`src/rtl/e1_rai_irq.sv`:
```
module e1_rai_irq #(
  parameter int DW = 8
) (
  input  logic          clk,
  input  logic          rst_n,
  input  logic          frm_stb,
  input  logic          frm_is_fas,
  input  logic          frm_a_bit,
  input  logic          oof_lvl,
  input  logic          mfyel_lvl,
  input  logic          lcv_pulse,
  input  logic          reg_sel,
  input  logic          reg_wr,
  input  logic          reg_rd,
  input  logic [DW-1:0] reg_wdata,
  output logic [DW-1:0] reg_rdata,
  output logic          rai_state,
  output logic          irq
);
  localparam int B_RAI = 7;
  localparam int B_MF  = 5;
  localparam int B_RSV = 4;
  localparam int B_LCV = 3;
  localparam int B_OOF = 2;

  logic en_mf, en_rsv, en_lcv, en_oof;
  logic last_a, rai_q;
  logic oof_q, mf_q;
  logic st_mf, st_lcv, st_oof;

  wire nonfas  = frm_stb & ~frm_is_fas;
  wire clr_st  = reg_rd & reg_sel;
  wire set_oof = en_oof & (oof_lvl ^ oof_q);
  wire set_mf  = en_mf & (mfyel_lvl ^ mf_q);
  wire set_lcv = en_lcv & lcv_pulse;

  always_ff @(posedge clk) begin
    if (!rst_n) begin
      last_a <= 1'b0;
      rai_q  <= 1'b0;
    end else if (nonfas) begin
      last_a <= frm_a_bit;
      if (frm_a_bit && last_a)        rai_q <= 1'b1;
      else if (!frm_a_bit && !last_a) rai_q <= 1'b0;
    end
  end

  always_ff @(posedge clk) begin
    if (!rst_n) begin
      {en_mf, en_rsv, en_lcv, en_oof} <= '0;
    end else if (reg_wr && !reg_sel) begin
      en_mf  <= reg_wdata[B_MF];
      en_rsv <= reg_wdata[B_RSV];
      en_lcv <= reg_wdata[B_LCV];
      en_oof <= reg_wdata[B_OOF];
    end
  end

  always_ff @(posedge clk) begin
    if (!rst_n) begin
      oof_q <= 1'b0;
      mf_q  <= 1'b0;
      {st_mf, st_lcv, st_oof} <= '0;
    end else begin
      oof_q  <= oof_lvl;
      mf_q   <= mfyel_lvl;
      st_oof <= set_oof | (st_oof & ~clr_st);
      st_mf  <= set_mf  | (st_mf  & ~clr_st);
      st_lcv <= set_lcv | (st_lcv & ~clr_st);
    end
  end

  always_comb begin
    reg_rdata = '0;
    if (reg_sel) begin
      reg_rdata[B_MF]  = st_mf;
      reg_rdata[B_LCV] = st_lcv;
      reg_rdata[B_OOF] = st_oof;
    end else begin
      reg_rdata[B_RAI] = rai_q;
      reg_rdata[B_MF]  = en_mf;
      reg_rdata[B_RSV] = en_rsv;
      reg_rdata[B_LCV] = en_lcv;
      reg_rdata[B_OOF] = en_oof;
    end
  end

  assign rai_state = rai_q;
  assign irq       = st_mf | st_lcv | st_oof;

  p_declare_r1: assert property (@(posedge clk) disable iff (!rst_n)
    nonfas && frm_a_bit && last_a |=> rai_state);
  p_clear_r2: assert property (@(posedge clk) disable iff (!rst_n)
    nonfas && !frm_a_bit && !last_a |=> !rai_state);
  p_fas_hold_r3: assert property (@(posedge clk) disable iff (!rst_n)
    !nonfas |=> $stable(rai_state) && $stable(last_a));
  p_oof_edge_r5: assert property (@(posedge clk) disable iff (!rst_n)
    en_oof && (oof_lvl != oof_q) |=> reg_sel || reg_rdata[B_OOF] || irq);
  p_mf_edge_r6: assert property (@(posedge clk) disable iff (!rst_n)
    en_mf && (mfyel_lvl != mf_q) |=> irq);
  p_lcv_set_r7: assert property (@(posedge clk) disable iff (!rst_n)
    en_lcv && lcv_pulse |=> irq);
  p_rd_clear_r8: assert property (@(posedge clk) disable iff (!rst_n)
    clr_st && !set_oof && !set_mf && !set_lcv |=> !irq);
  p_irq_hold_r9: assert property (@(posedge clk) disable iff (!rst_n)
    irq && !clr_st |=> irq);
endmodule

```
`config.mk`:
```
export PLATFORM = sky130hd
export DESIGN_NAME = e1_rai_irq
export DESIGN_NICKNAME = d
export VERILOG_FILES = /design/src/rtl/e1_rai_irq.sv
export SDC_FILE = /design/constraint.sdc
export NUM_CORES = 1
export LEC_CHECK = 0
export ABC_AREA = 1
export BUFFER_PORTS_ARGS = -buffer_cell sky130_fd_sc_hd__buf_2
export CORE_MARGIN = 3
export CORE_UTILIZATION = 28
export CTS_BUF_LIST = sky130_fd_sc_hd__clkbuf_4 sky130_fd_sc_hd__clkbuf_8
export DETAILED_ROUTE_END_ITERATION = 10
export GPL_TIMING_DRIVEN = 1
export HOLD_SLACK_MARGIN = 0.08
export SYNTH_ARGS = -nofsm -noshare
export SYNTH_HDL_FRONTEND = slang
export SYNTH_SLANG_ARGS = --single-unit
export TNS_END_PERCENT = 10
```
`constraint.sdc`:
```
create_clock -name clk -period 1 [get_ports clk]
set_clock_uncertainty 0.05 [all_clocks]
set_input_delay 0.3 -clock clk [delete_from_list [all_inputs] [get_ports clk]]
set_output_delay 0.3 -clock clk [all_outputs]
set_load 0.005 [all_outputs]
```
==> results.md <==
* Leak pwr at 0.000410 uW
* Skew-Pair Late Insertion Delay at 0.26 ns
* Minimum clock period at roughly 1.4 ns
* Sequential element share of the synthesized area at 0.423
* CTS H-tree depth at 1
* Port buffer count at 21
* Clock power frac at 0.338
* Slew Viols, Final at 0
* Vias in the first global route at approximately 480
* Register area at approximately 230 um2
* Synth area leader: dfxtp_1
* Remaining DRCs at 0
* Tcrit/Tclk final at 1.41
* Area Growth Syn to Fin at 38.5%
* Drt pass-1 iters at 3
* Vias at between 500 and 600
* Worst hold path type: input port to flop
* Synth Cell Area at 520 um2
* Rows at 14
* Final Hold Vio Count at 0
* Final #Nets at 128
* Sw Pwr at 236 uW
* TNS Setup at -1.54 ns
* Setup CP Type: flop to output port
* Ranking of synthesized cells by area: dfxtp_1 42%, nand2_1 17%, nor2_1 8.7%
* Power share of the combinational group at 0.162
* IO Pins at 29
* Failing checks: negative setup slack
* Max frequency at roughly 0.71 GHz
* Power Dens Cells at 1330 nW/um2
* Outcome: finished with violations
* Synthesized area per cell at 6.59 um2
* Flops & latches, synth at 11
* Total CTS buffers at 3
* Layout cells sized above 1 at 0.364
* Cts hold-fix bufs at 0
* Initial DRC Count at 1
* Final HPWL DP at just over 900 um
* DR WL/cell at 8.52 um
* First-pass GRT wire length at between 1500 and 2000 um
* PnR worst setup slack at -0.413 ns
* Post-CTS Setup Inserts at 0
* Yosys warnings at 0
* GRT overflow at 0
* Routed vias/inst at between 3 and 4
* Fin util at 0.442
* TritonCTS clock tree: done
* CP max FO at 2
* Req. time, crit path at 0.65 ns
* Top cell type's share of synthesized area at 0.423
* Final setup fails at 8
* Yosys cell types at 13
* Full die area at 2410 um2
* Gr usage total at 0.0964
* RSZ-0062 raised after global routing: yes
* CTS Sinks at 11
* Switch share at 0.246
* Cell count after synthesis at 79
* Ant. Diodes at 0
* Antenna Nets Post-Route at 0
* Clock-pin slew on the worst setup and hold paths at around 0.070 ns
* Peak supply drop at between 0.7 and 0.8 mV
* Sequential power share at 0.500
* Largest net degree at the start of global routing at 9
* Die Y-Extent at between 40 and 50 um
* WHS at 0.194 ns
* Drt total wl at around 1100 um
* Critical path launch point type: flop
* Multi-input logic area at 244 um2
* Max cap viols at 0
* Worst Path Arrival at 1.06 ns
* Internal at 720 uW
* Fillers at between 150 and 200
* Setup crit end kind: output port
* Routability cong. at 0.689
* Final Non-Filler Cells at roughly 130
* Root Driver: clkbuf_4
* Core ar. at roughly 1600 um2
* Inst Count DP at 127
* CTS Buffer Depth at 2
* Die X at 49.1 um
* Initial antenna violation count at 0
* Initial Util at 0.320
-- cells in the final DEF, fill, tap and decap left out --
cell type,n
a21oi_1,4
buf_2,21
buf_4,2
buf_6,2
clkbuf_4,4
conb_1,3
dfxtp_1,7
dfxtp_2,4
ha_1,1
inv_1,11
inv_2,2
nand2_1,21
nand2_2,3
nand2_4,1
nand3_1,4
nor2_1,12
o21ai_0,4
or3_1,1
-- layer usage --
metal / vias to the layer above / global-route usage / part of all wire / routed length [um]
li1: 288 / - / - / -
met1: 211 / 0.109 / 0.46 / 512
met2: 18 / 0.165 / 0.44 / 493
met3: 0 / 0.0459 / 0.099 / 110
met4: 0 / 0.0142 / 0 / 0
met5: - / 0 / 0 / 0
-- sequential cells by signal, indices dropped and copies added, names as in the netlist --
register	flops
en_lcv	1
en_mf	1
en_oof	1
en_rsv	1
last_a	1
mf_q	1
oof_q	1
rai_state	1
st_lcv	1
st_mf	1
st_oof	1
-- area by class of cell --
cell class / count / area share
Clock buffer: 4 / 0.0417
Tap cell: 24 / 0.0417
Sequential cell: 11 / 0.313
Timing Repair Buffer: 25 / 0.198
Multi-Input combinational cell: 54 / 0.339
Inverter: 13 / 0.0677
-- per-stage QoR --
step	worst slack, ns	total power, uW	instance area [um2]
6_report	-0.413	956	721
4_1_cts	-0.414	962	703
2_1_floorplan	-0.0169	566	528
3_5_place_dp	-0.136	637	671
3_3_place_gp	-0.130	632	671
5_1_grt	-0.463	1020	721
-- cell usage after synthesis (all sizes together) --
cell type and number:
buf 3, dfxtp 11, or3 1, conb 1, inv 13, a21oi 4, nor2 12, ha 1
nand3 4, o21ai 4, nand2 25
-- repair_timing --
item | in CTS | in global routing
endpoints found under the setup margin | 8 | 8
resized for setup | 2 | 7
pin swaps | 0 | 3
-- path summary, 6_finish.rpt --
path / slack (ns) / end / startpoint / cells after the start
min reg2reg: 0.42 / en_rsv / en_rsv / 2
max: -0.41 / irq / st_lcv / 2
max reg2reg: -0.01 / rai_state / last_a / 6
min: 0.19 / oof_q / oof_lvl / 3
-- power groups by stage --
stage          Sequential [uW]  Clock, uW  Combinational (uW)
2_1_floorplan              485          0                81.3
3_3_place_gp               485          0                 147
3_5_place_dp               486          0                 151
4_1_cts                    477        333                 152
5_1_grt                    483        360                 177
6_report                   478        323                 155
-- kinds of logic after synthesis --
| group | after synthesis | share of synthesized area |
|---|---|---|
| other cells | 1 | 0.00720 |
| simple gates | 42 | 0.332 |
| flops | 11 | 0.423 |
| compound gates | 8 | 0.0769 |
| fa+ha+maj | 1 | 0.0240 |
| buf+inv | 16 | 0.137 |
-- worst max-delay path: stages (launching register included) --
cell and delay (ns):
dfxtp_1 0.32, or3_1 0.35, buf_2 0.13
No activity file was read; power rests on OpenSTA's default activity.
